==> config.mk <==
export PLATFORM = sky130hd
export DESIGN_NAME = serial_rx_flags
export DESIGN_NICKNAME = d
export VERILOG_FILES = /design/src/rtl/srx_pkg.sv /design/src/rtl/srx_sync.sv /design/src/rtl/srx_framer.sv /design/src/rtl/srx_status.sv /design/src/rtl/serial_rx_flags.sv
export SDC_FILE = /design/constraint.sdc
export NUM_CORES = 1
export LEC_CHECK = 0
export BUFFER_PORTS_ARGS = -buffer_cell sky130_fd_sc_hd__buf_4
export CAP_MARGIN = 5
export CORE_MARGIN = 1.5
export CORE_UTILIZATION = 40
export DETAILED_ROUTE_END_ITERATION = 8
export PLACE_DENSITY = 0.69
export SYNTH_ARGS = -nofsm -noshare
export SYNTH_HDL_FRONTEND = slang
export SYNTH_SLANG_ARGS = --single-unit
==> constraint.sdc <==
create_clock -name clk -period 2.35 [get_ports clk]
set_input_delay 0.1175 -clock clk [delete_from_list [all_inputs] [get_ports clk]]
set_output_delay 0.1175 -clock clk [all_outputs]
set_load 0.1 [all_outputs]
==> src/rtl/srx_pkg.sv <==
package srx_pkg;
    localparam int OSR = 16;
    localparam int MID = OSR / 2 - 1;

    typedef enum logic [2:0] {
        ST_IDLE, ST_START, ST_DATA, ST_PAR, ST_STOP1, ST_STOP2
    } rx_state_t;

    typedef struct packed {
        logic par;
        logic lost;
        logic stop;
        logic ready;
    } rx_flags_t;

    function automatic logic any_flag(input rx_flags_t f);
        return f.par | f.lost | f.stop | f.ready;
    endfunction
endpackage

==> src/rtl/srx_sync.sv <==
module srx_sync #(
    parameter int STAGES = 2
) (
    input  logic clk,
    input  logic rst,
    input  logic d,
    output logic q
);
    logic [STAGES-1:0] pipe;

    always_ff @(posedge clk) begin
        if (rst) pipe <= '1;
        else     pipe <= {pipe[STAGES-2:0], d};
    end

    assign q = pipe[STAGES-1];
endmodule

==> src/rtl/srx_framer.sv <==
module srx_framer
    import srx_pkg::*;
#(
    parameter int DW = 8
) (
    input  logic          clk,
    input  logic          rst,
    input  logic          tick,
    input  logic          rx,
    input  logic          par_en,
    input  logic          two_stop,
    input  logic          msb,
    output logic [DW-1:0] word,
    output logic          par_bad,
    output logic          stop_bad,
    output logic          done
);
    localparam int CW = $clog2(OSR);
    localparam int BW = (DW > 1) ? $clog2(DW) : 1;

    rx_state_t     st;
    logic [CW-1:0] cnt;
    logic [BW-1:0] bidx;
    logic          par_acc;
    logic          rx_prev;
    logic          at_mid;
    logic          at_end;

    assign at_mid = (cnt == CW'(MID));
    assign at_end = (cnt == CW'(OSR - 1));

    always_ff @(posedge clk) begin
        if (rst) begin
            st       <= ST_IDLE;
            cnt      <= '0;
            bidx     <= '0;
            word     <= '0;
            par_acc  <= 1'b0;
            par_bad  <= 1'b0;
            stop_bad <= 1'b0;
            done     <= 1'b0;
            rx_prev  <= 1'b1;
        end else begin
            done <= 1'b0;
            if (tick) begin
                rx_prev <= rx;
                case (st)
                    ST_IDLE: begin
                        if (!rx && rx_prev) begin
                            st  <= ST_START;
                            cnt <= '0;
                        end
                    end
                    ST_START: begin
                        if (at_mid) begin
                            cnt <= '0;
                            if (!rx) begin
                                st       <= ST_DATA;
                                bidx     <= '0;
                                par_acc  <= 1'b0;
                                par_bad  <= 1'b0;
                                stop_bad <= 1'b0;
                            end else begin
                                st <= ST_IDLE;
                            end
                        end else begin
                            cnt <= cnt + 1'b1;
                        end
                    end
                    ST_DATA: begin
                        if (at_end) begin
                            cnt     <= '0;
                            par_acc <= par_acc ^ rx;
                            if (msb) word <= {word[DW-2:0], rx};
                            else     word <= {rx, word[DW-1:1]};
                            if (bidx == BW'(DW - 1)) st <= par_en ? ST_PAR : ST_STOP1;
                            else                     bidx <= bidx + 1'b1;
                        end else begin
                            cnt <= cnt + 1'b1;
                        end
                    end
                    ST_PAR: begin
                        if (at_end) begin
                            cnt     <= '0;
                            par_bad <= par_acc ^ rx;
                            st      <= ST_STOP1;
                        end else begin
                            cnt <= cnt + 1'b1;
                        end
                    end
                    ST_STOP1: begin
                        if (at_end) begin
                            cnt <= '0;
                            if (!rx) stop_bad <= 1'b1;
                            if (two_stop) begin
                                st <= ST_STOP2;
                            end else begin
                                st   <= ST_IDLE;
                                done <= 1'b1;
                            end
                        end else begin
                            cnt <= cnt + 1'b1;
                        end
                    end
                    ST_STOP2: begin
                        if (at_end) begin
                            cnt  <= '0;
                            if (!rx) stop_bad <= 1'b1;
                            st   <= ST_IDLE;
                            done <= 1'b1;
                        end else begin
                            cnt <= cnt + 1'b1;
                        end
                    end
                    default: st <= ST_IDLE;
                endcase
            end
        end
    end
endmodule

==> src/rtl/srx_status.sv <==
module srx_status
    import srx_pkg::*;
#(
    parameter int DW = 8
) (
    input  logic          clk,
    input  logic          rst,
    input  logic          done,
    input  logic [DW-1:0] word,
    input  logic          par_bad,
    input  logic          stop_bad,
    input  logic          clr_err,
    input  logic          rd_stb,
    input  logic          brk_det,
    output logic [DW-1:0] hold,
    output rx_flags_t     flags
);
    always_ff @(posedge clk) begin
        if (rst) begin
            hold  <= '0;
            flags <= '0;
        end else if (brk_det) begin
            flags <= '0;
        end else begin
            if (rd_stb) flags.ready <= 1'b0;
            if (done) begin
                if (flags.ready && !rd_stb) begin
                    flags.lost <= 1'b1;
                end else begin
                    hold        <= word;
                    flags.ready <= 1'b1;
                end
                if (par_bad)  flags.par  <= 1'b1;
                if (stop_bad) flags.stop <= 1'b1;
            end
            if (clr_err) begin
                flags.par  <= 1'b0;
                flags.lost <= 1'b0;
                flags.stop <= 1'b0;
            end
        end
    end
endmodule

==> src/rtl/serial_rx_flags.sv <==
module serial_rx_flags
    import srx_pkg::*;
#(
    parameter int DW        = 8,
    parameter int SYNC_STGS = 2
) (
    input  logic          clk,
    input  logic          rst,
    input  logic          tick16,
    input  logic          rxd,
    input  logic          par_en,
    input  logic          two_stop,
    input  logic          msb_first,
    input  logic          sync_mode,
    input  logic          clr_err,
    input  logic          rd_stb,
    input  logic          brk_det,
    input  logic          rie,
    output logic [DW-1:0] rdata,
    output logic          flag_par,
    output logic          flag_lost,
    output logic          flag_stop,
    output logic          flag_ready,
    output logic          irq
);
    logic          rx_s;
    logic [DW-1:0] frm_word;
    logic          frm_pbad;
    logic          frm_sbad;
    logic          frm_done;
    logic          eff_msb;
    rx_flags_t     flags;

    assign eff_msb = msb_first & ~sync_mode;

    srx_sync #(.STAGES(SYNC_STGS)) u_sync (
        .clk(clk), .rst(rst), .d(rxd), .q(rx_s)
    );

    srx_framer #(.DW(DW)) u_framer (
        .clk(clk), .rst(rst), .tick(tick16), .rx(rx_s),
        .par_en(par_en), .two_stop(two_stop), .msb(eff_msb),
        .word(frm_word), .par_bad(frm_pbad), .stop_bad(frm_sbad),
        .done(frm_done)
    );

    srx_status #(.DW(DW)) u_status (
        .clk(clk), .rst(rst), .done(frm_done), .word(frm_word),
        .par_bad(frm_pbad), .stop_bad(frm_sbad), .clr_err(clr_err),
        .rd_stb(rd_stb), .brk_det(brk_det), .hold(rdata), .flags(flags)
    );

    assign flag_par   = flags.par;
    assign flag_lost  = flags.lost;
    assign flag_stop  = flags.stop;
    assign flag_ready = flags.ready;
    assign irq        = rie & any_flag(flags);
endmodule

# ---- Word level (Yosys, flattened, before mapping)
# Index checks and enable logic that the tools add are counted.
dict set report op_classes {
  addsub 2
  multipliers 0
  n_div 0
  magnitude_cmp 0
  n_eq_ne 19
  n_shift 0
  mux 36
  bitwise 10
  n_reduce_logical 25
}
# op count
set ops {}
lappend ops {{3-bit 2-to-1 mux} 13}
lappend ops {{3-bit one-hot mux with 6 select lines} 1}
lappend ops {{2-bit by 1-bit != test with 1-bit output, second input constant} 8}
lappend ops {{4-bit 2-to-1 mux} 3}
lappend ops {{4-bit one-hot mux with 3 select lines} 1}
lappend ops {{6-bit AND reduction} 2}
lappend ops {{1-bit 2-to-1 mux} 11}
lappend ops {{5-bit AND reduction} 2}
lappend ops {{3-bit equality test, second input constant} 3}
lappend ops {{3-bit AND reduction} 3}
lappend ops {{8-bit 2-to-1 mux} 1}
lappend ops {{1-bit one-hot mux with 2 select lines} 4}
lappend ops {{8-bit AND reduction} 1}
lappend ops {{3-bit by 2-bit equality test with 1-bit output, second input constant} 2}
lappend ops {{2-bit != test, second input constant} 3}
lappend ops {{3-bit one-hot mux with 2 select lines} 1}
lappend ops {{2-bit AND reduction} 3}
lappend ops {{2-bit nonzero test} 3}
lappend ops {{2-bit OR reduction} 3}
lappend ops {{4-bit by 1-bit adder with 4-bit output, second input constant} 1}
lappend ops {{4-bit by 3-bit equality test with 1-bit output, second input constant} 1}
lappend ops {{4-bit equality test, second input constant} 1}
lappend ops {{1-bit inverter} 4}
lappend ops {{4-bit OR reduction} 1}
lappend ops {{11 further kinds} 16}
dict set report word_totals {
  ff_bits 37
  latchBits 0
  ramBits 0
  mem_bits_ro 0
  inputBits 12
  memories 0
}

# ---- Longest topological paths before layout
# Gate-level depths: netlist (run 1).
dict set report depth {
  depth_word 4
  ltp_mapped 7
  mapped_depth_nobuf 6
}

# ---- By module
# Synthesis (run 1) repeated with hierarchy kept, for this count alone.
dict set report hier_totals {
  cells_unflattened 201
  hier_area_um2 1840.5
}
# module n_inst cells_per_inst area_each_um2 seq_area_each_um2
set modules_own_cells {}
lappend modules_own_cells {srx_framer 1 146 1267.5 460.4}
lappend modules_own_cells {srx_status 1 49 503.0 240.2}
lappend modules_own_cells {srx_sync 1 4 52.6 40.0}
lappend modules_own_cells {serial_rx_flags 1 2 17.5 0.0}

# ---- Worst setup path before layout (run 1)
# Ideal clock, no wire load.
dict set report synth_path {
  kind {register -> output}
  start {register u_status.flags[2] (netlist name)}
  end {output irq}
  arrival_ns 1.928
  slack_ns 0.305
  stages_incl_launch_ff 2
  path_buffers 0
  cell_sequence {dfxtp_1 > o41a_1}
}
dict set report synth_between {
  elab_chain_len 4
}
# element line
set synth_lines {}
lappend synth_lines {{1-bit bitwise OR (3 in a row)} srx_pkg.sv:17} ;# return f.par | f.lost | f.stop | f.ready;
lappend synth_lines {{1-bit bitwise AND} serial_rx_flags.sv:57} ;# assign irq = rie & any_flag(flags);
lappend synth_lines {{end: declaration} serial_rx_flags.sv:24} ;# output logic irq
# Every way passes these cells.

# ---- Worst setup path in the final report (run 1)
dict set report layout_path {
  start {register u_framer.cnt[0]}
  end {register u_framer.st[1]}
}
dict set report layout_between {
  elab_chain_len 3
}
# element line
set layout_lines {}
lappend layout_lines {{start: declaration} srx_framer.sv:22} ;# logic [CW-1:0] cnt;
lappend layout_lines {{start signal: assignment} srx_framer.sv:67} ;# cnt <= cnt + 1'b1;
lappend layout_lines {{start signal: assignment} srx_framer.sv:79} ;# cnt <= cnt + 1'b1;
lappend layout_lines {{start signal: assignment} srx_framer.sv:88} ;# cnt <= cnt + 1'b1;
lappend layout_lines {{4-bit equality test / 4-bit by 3-bit equality test with 1-bit output (equally long branches)} {srx_framer.sv:30, srx_framer.sv:29}}
lappend layout_lines {{2-bit by 1-bit != test with 1-bit output (no source line)} n/a}
lappend layout_lines {{8-bit AND reduction (no source line) *} n/a}
lappend layout_lines {{end signal: assignment} srx_framer.sv:76} ;# if (bidx == BW'(DW - 1)) st <= par_en ? ST_PAR : ST_STOP1;
lappend layout_lines {{end: declaration} srx_framer.sv:21} ;# rx_state_t st;
# Mark *: on every way between the ends. The rest lies on a longest branch, timed or not.
# A chain may end at the register's enable or synchronous reset.

==> flow_summary.ini, run 1 <==
[synthesis]
synthArstFlopShare = 0
synthAdderAreaFrac = 0.0207
ys.flop_type = dfxtp_1
synth_top_family_by_area = simple AND/OR/NAND/NOR gates
syn_area_um2 = 1810
ys_seq_area_frac = 0.408
yosys.area_share.simple = 0.230
synthXorXnorAreaFrac = 0.00966
muxShareOfSynthArea = 0.0883
synth.distinct_cells = 51
ys_ff_latch = 37
synth-edff-count = 0
avgSynthCellArea_um2 = 9.07
syn_nets = 215
synth_compound_area_frac = 0.189
yosysWarnings = 0
syn_inst = 200

[timing]
finalCriticalPeriod_ps = 1870
relSlewSlack = 0.664
finalMaxSlewViolations = 0
setup_violations = 0
setup-tns-final_ps = 0
finalClockSkew_ps = 4.32
hold_viol_final = 0
tightestPinTransition_ps = 504
finalCritPeriodShare = 0.798
fmax_ghz = 0.533
rsz0062_at_grt = false
layout_setup_ws_ps = 475

[power]
p_leak_nw = 0.750
ir_drop_mv = 0.293
p_total_w = 0.00120
power_density_nw_per_um2 = 577

[worst_setup_path]
max_stage_delay_ps = 380
cp_num_buf_inv = 0
crit_family = compound AO/OA/AOI/OAI gates
crit_slowest_cell = a22oi_1
cp.required_ps = 2510
crit_chain = ha_1 -> a31oi_1 -> a22oi_1 -> nand3_1 -> o41ai_1
critical_path_class = reg2reg
crit_cells = 5
r2r-start = u_framer.cnt[0]
crit_path_end_kind = register
arrival_ps = 2030
r2r_setup_slack_ps = 480
r2r-end = u_framer.st[1]
critPathMaxFanout = 8
rr_worst_depth = 5
startpoint_type = register

[min_path]
hold_path.class = in2reg
holdPathStages = 2
whs_endpoint = u_sync.pipe[0]
hp-start = rxd

[grt]
grt_pass1_vias = 1320
antenna_found_initial = 0
grt_overflow = 0
grtUsageTotal = 0.144
grt_start_max_net_pins = 40
grt_first_pass_wirelength_um = 5870

[drt]
wire_per_inst_um = 12.7
drt_iter0_drc = 108
routed_wl_um = 3430
vias_per_cell = 5.57
drc = 0
ant_nets = 0
vias = 1505
firstDrtPassIters = 4

[die]
fp.dieH_um = 70.3
core_um2 = 4350
die_area_um2 = 4950
ios = 25
rows = 24
fp.dieW_um = 70.3
start_util = 0.417

[clocking]
cts_tree = done
cts_max_level = 2
cts_setup_buffers = 0
clock_latency_ps = 280
numCtsBuffers = 5
cts_buffer_depth = 2
clock_sinks = 37
cts-root-buf = clkbuf_8
clkTransAtPathRegs_ps = 70

[cells_and_area]
final_cells = 270
final_nets = 233
syn_to_final_growth_pct = 14.6
layout_commonest_cell = dfxtp_1
drive_gt1_frac = 0.183
final_cell_mix = dfxtp_1, buf_4, nor2_1
antennaDiodeCount = 0
fillerInstances = 419

[place]
port-buffer-count = 24
gp_congestion = 0.765
hpwl_um = 2350
dp.cells = 262
dp_slack_ps = 509

[outcome]
status = complete, no violations

[job]
drv_cap = 0
cell type report:
type | instances | area, um^2 | share of cell area
repair buffers | 27 | 205 | 0.0987
flip-flops and latches | 37 | 741 | 0.356
multi-input cells | 144 | 975 | 0.469
inverters | 3 | 11.3 | 0.00542
well taps | 52 | 65.1 | 0.0313
clock inverters | 1 | 8.76 | 0.00421
clock buffers | 6 | 72.6 | 0.0349
metal layers:
layer / wire (um) / GRT usage
met5: 0 / 0
met4: 45 / 0.0385
met3: 156 / 0.0491
met2: 1490 / 0.223
met1: 1740 / 0.192
logic make-up (layout without fill, tap and decap cells):
| family | count (synthesis) | count (layout) |
|---|---|---|
| xor gates and xnor gates | 2 | 2 |
| AOI/OAI and AO/OA | 50 | 50 |
| buffers and inverters | 19 | 37 |
| muxes | 16 | 16 |
| DFF | 37 | 37 |
| and+or+nand+nor | 73 | 73 |
| adders and majority gates | 3 | 3 |
what timing repair did:
action	in CTS	in global routing
hold buffers	1	0
setup endpoints to repair	0	0
resized for setup	0	0
endpoints found under the hold margin	1	0
through the flow:
| stage | hold slack, ps | util | cell area (um^2) |
|---|---|---|---|
| 2_1_floorplan | 197 | - | 1810 |
| 3_3_place_gp | 304 | 0.456 | 1990 |
| 3_5_place_dp | 305 | 0.456 | 1990 |
| 4_1_cts | 6.22 | 0.477 | 2080 |
| 5_1_grt | 5.89 | 0.477 | 2080 |
| 6_report | 14.3 | 0.477 | 2080 |
worst max-delay path by stage:
stage / from / end / slack, ps
3_5_place_dp: u_framer.cnt[0] / u_framer.st[1] / 510
5_1_grt: u_framer.cnt[0] / u_framer.st[1] / 280
2_1_floorplan: u_status.flags[2] / irq / 300
6_report: u_framer.cnt[0] / u_framer.st[1] / 480
3_3_place_gp: u_framer.st[1] / u_framer.word[2] / 630
4_1_cts: u_framer.cnt[0] / u_framer.st[1] / 490
cell usage after synthesis (all sizes together) (2+ instances only):
master | number | area share
nor3 | 5 | 0.014
dfxtp | 37 | 0.41
nand3 | 3 | 0.0083
nand4 | 2 | 0.010
or3 | 3 | 0.010
nor2 | 23 | 0.052
a22oi | 2 | 0.0083
clkbuf | 6 | 0.014
nor2b | 2 | 0.0069
o21a | 2 | 0.0083
a31oi | 3 | 0.010
nand2 | 10 | 0.021
inv | 3 | 0.0062
o21ai | 6 | 0.017
or4 | 2 | 0.0083
or2 | 3 | 0.010
nor3b | 5 | 0.021
nand3b | 3 | 0.012
o211ai | 2 | 0.0083
ha | 3 | 0.021
mux2i | 16 | 0.088
nand2b | 5 | 0.017
a211oi | 10 | 0.041
a21oi | 13 | 0.038
a211o | 3 | 0.014
buf | 10 | 0.034
registers in the layout, summed over array words and instances, names as in the netlist, 2 cells and up:
name and cells:
u_framer.bidx 3, u_framer.cnt 4, u_framer.st 3, u_framer.word 8, u_status.flags 4, u_status.hold 8, u_sync.pipe 2
power by group:
part | total [W] | switching (W) | internal (W) | leakage (nW)
Sequential | 0.000662 | 0.0000243 | 0.000637 | 0.299
Combinational | 0.000117 | 0.0000611 | 0.0000555 | 0.410
Clock | 0.000421 | 0.000216 | 0.000205 | 0.0412
Power figures use the tool's default switching activity.
==> run 2: changes to the inputs <==
--- a/config.mk
+++ b/config.mk
@@ -5,12 +5,13 @@
 export SDC_FILE = /design/constraint.sdc
 export NUM_CORES = 1
 export LEC_CHECK = 0
+export ABC_AREA = 1
 export BUFFER_PORTS_ARGS = -buffer_cell sky130_fd_sc_hd__buf_4
 export CAP_MARGIN = 5
 export CORE_MARGIN = 1.5
 export CORE_UTILIZATION = 40
 export DETAILED_ROUTE_END_ITERATION = 8
-export PLACE_DENSITY = 0.69
+export PLACE_DENSITY = 0.71
 export SYNTH_ARGS = -nofsm -noshare
 export SYNTH_HDL_FRONTEND = slang
 export SYNTH_SLANG_ARGS = --single-unit
==> constraint.sdc (replaced) <==
create_clock -name clk -period 1.6 [get_ports clk]
set_input_delay 0.08 -clock clk [delete_from_list [all_inputs] [get_ports clk]]
set_output_delay 0.08 -clock clk [all_outputs]
set_load 0.1 [all_outputs]
==> run 2 against run 1 <==
The run now ends with DRC left. Fmax is 27% higher. Via count grew 14%. Flip-flop and latch count unchanged. Final cell count up 27%. Area after synthesis up 3.2%. Sequential power increased by 62%. Sequential share of layout area down 2.5 points. Critical path depth is 1 lower. Clock-buffer cell count increased by 1. Worst setup slack got worse by 350 ps. Clock skew up 2.1 ps.
==> flow_summary.ini, run 2 <==
[drt]
vias_per_cell = 5.00
routed-wl-met3_um = 164
firstDrtPassIters = 6
ant_nets = 0
drt_iter0_drc = 143
wire_per_inst_um = 11.2
routed-wl-met2_um = 1740
routed_wl_um = 3830
wl_met1_um = 1880
topRoutingLayerUsed = met4
vias = 1714
drc = 4

[synthesis]
syn_area_um2 = 1870
ys_top_cells_by_count = nand2_1, dfxtp_1, nor2_1
syn_inst = 260
yosysTopAreaCell = dfxtp_1
synthArstFlopShare = 0
ys.flop_type = dfxtp_1
ys_ff_latch = 37
ys_seq_area_frac = 0.395
synth.distinct_cells = 30
yosysWarnings = 0
netlist.area_leader.share = 0.395
synth-edff-count = 0
avgSynthCellArea_um2 = 7.20
synth.area.top_cells = dfxtp_1, nand2_1, o21ai_0
synth_most_common_cell = nand2_1
syn_nets = 275

[outcome]
violations = DRC
status = complete, but fails checks

[place]
dpl-instance-area_um2 = 2130
port-buffer-count = 24
hpwl_um = 2890
dp.cells = 333
gp_congestion = 0.858

[min_path]
holdPathStages = 2
whs_endpoint = u_framer.done
hp-start = two_stop
hold_path.class = in2reg

[timing]
fmax_ghz = 0.679
setup_violations = 0
hold_viol_final = 0
hold_ws_ps = 17.4
tightestPinTransition_ps = 437
relSlewSlack = 0.707
finalClockSkew_ps = 6.45
finalCriticalPeriod_ps = 1470
finalCritPeriodShare = 0.921
finalMaxSlewViolations = 0

[die]
start_util = 0.421
fp.dieW_um = 71.4
fp.dieH_um = 71.4
die_area_um2 = 5100
rows = 24
core_um2 = 4440
ios = 25

[grt]
grt_first_pass_wirelength_um = 6730
grtUsageTotal = 0.165
grt_overflow = 0
antenna_found_initial = 0
grt_pass1_vias = 1578
grt_start_max_net_pins = 17

[power]
power_density_nw_per_um2 = 1250
ir_drop_mv = 0.570
p_total_w = 0.00282
p_leak_nw = 0.933

[worst_setup_path]
rr_worst_depth = 4
startpoint_type = register
crit_chain = inv_2 -> a211oi_1 -> nand3_1 -> a21oi_1
max_stage_delay_ps = 550
r2r-start = u_framer.st[1]
critPathMaxFanout = 8
r2r_setup_slack_ps = 130
crit_family = compound AO/OA/AOI/OAI gates
r2r-end = u_framer.cnt[3]
cp.required_ps = 1820
crit_slowest_cell = dfxtp_1
arrival_ps = 1690
crit_path_end_kind = register
critical_path_class = reg2reg
cp_num_buf_inv = 1

[cells_and_area]
layout_commonest_cell = nand2_1
fin_util = 0.508
reg_top3 = u_framer.word: 8 flops, u_status.hold: 8 flops
fin_area_um2 = 2260
final_cells = 343
final_cell_mix = nand2_1, dfxtp_1, nor2_1
syn_to_final_growth_pct = 20.5
final_nets = 305
drive_gt1_frac = 0.227
fillerInstances = 448
antennaDiodeCount = 0

[clocking]
cts_tree = done
numCtsBuffers = 5
cts_setup_buffers = 0
clock_sinks = 37
clkTransAtPathRegs_ps = 70
clock_latency_ps = 290
cts_max_level = 2
cts_buffer_depth = 2
cts-root-buf = clkbuf_8

[job]
drv_cap = 0
## run 2: where the power goes
group / leakage (nW) / internal (W) / switching (W) / total [W]
sequential: 0.301 / 0.000969 / 0.000104 / 0.00107
combinational: 0.587 / 0.000369 / 0.000701 / 0.00107
clock: 0.0445 / 0.000350 / 0.000327 / 0.000677
total: 0.933 / 0.00169 / 0.00113 / 0.00282
## run 2: cell families after synthesis
logic type | Yosys count | synth area share
AOI/OAI and AO/OA | 57 | 0.163
DFF | 37 | 0.395
xor gates and xnor gates | 2 | 0.00935
and+or+nand+nor | 126 | 0.337
adders and majority gates | 3 | 0.0200
buffers and inverters | 35 | 0.0755
## run 2: repair_timing
| action | CTS | global route |
|---|---|---|
| hold endpoints to repair | 2 | 0 |
| gates resized for setup | 0 | 3 |
| hold buffers | 2 | 0 |
| endpoints found under the setup margin | 0 | 13 |
## run 2: worst max path at each step
stage                        to              start  cells past startpoint  slack, ps
2_1_floorplan               irq  u_status.flags[2]                      2         90
3_3_place_gp     u_framer.st[2]    u_framer.cnt[0]                      8        120
3_5_place_dp     u_framer.st[2]    u_framer.cnt[1]                      8         90
4_1_cts          u_framer.st[2]    u_framer.cnt[1]                      8         70
5_1_grt        u_framer.word[6]    u_framer.cnt[1]                      6         -8
6_report        u_framer.cnt[3]     u_framer.st[1]                      4        130
## run 2: cell type report
type / instances / area (um^2) / area share
Clock buffer: 7 / 86.3 / 0.0382
Clock inverter: 1 / 7.51 / 0.00333
Inverter: 28 / 105 / 0.0466
Multi-Input combinational cell: 188 / 1010 / 0.450
Sequential cell: 37 / 748 / 0.331
Tap cell: 52 / 65.1 / 0.0288
Timing Repair Buffer: 30 / 230 / 0.102
## run 2: through the flow
step                worst slack (ps)  setup TNS (ps)
finish                           126               0
global route                   -7.51           -8.18
CTS                             72.7               0
detailed placement              85.6               0
global placement                 122               0
floorplan                       87.4               0
## run 2: metal layers
layer  up-vias  track usage
met5         -            0
met4         0       0.0641
met3         5       0.0464
met2        32        0.261
met1       766        0.215
li1        911            -
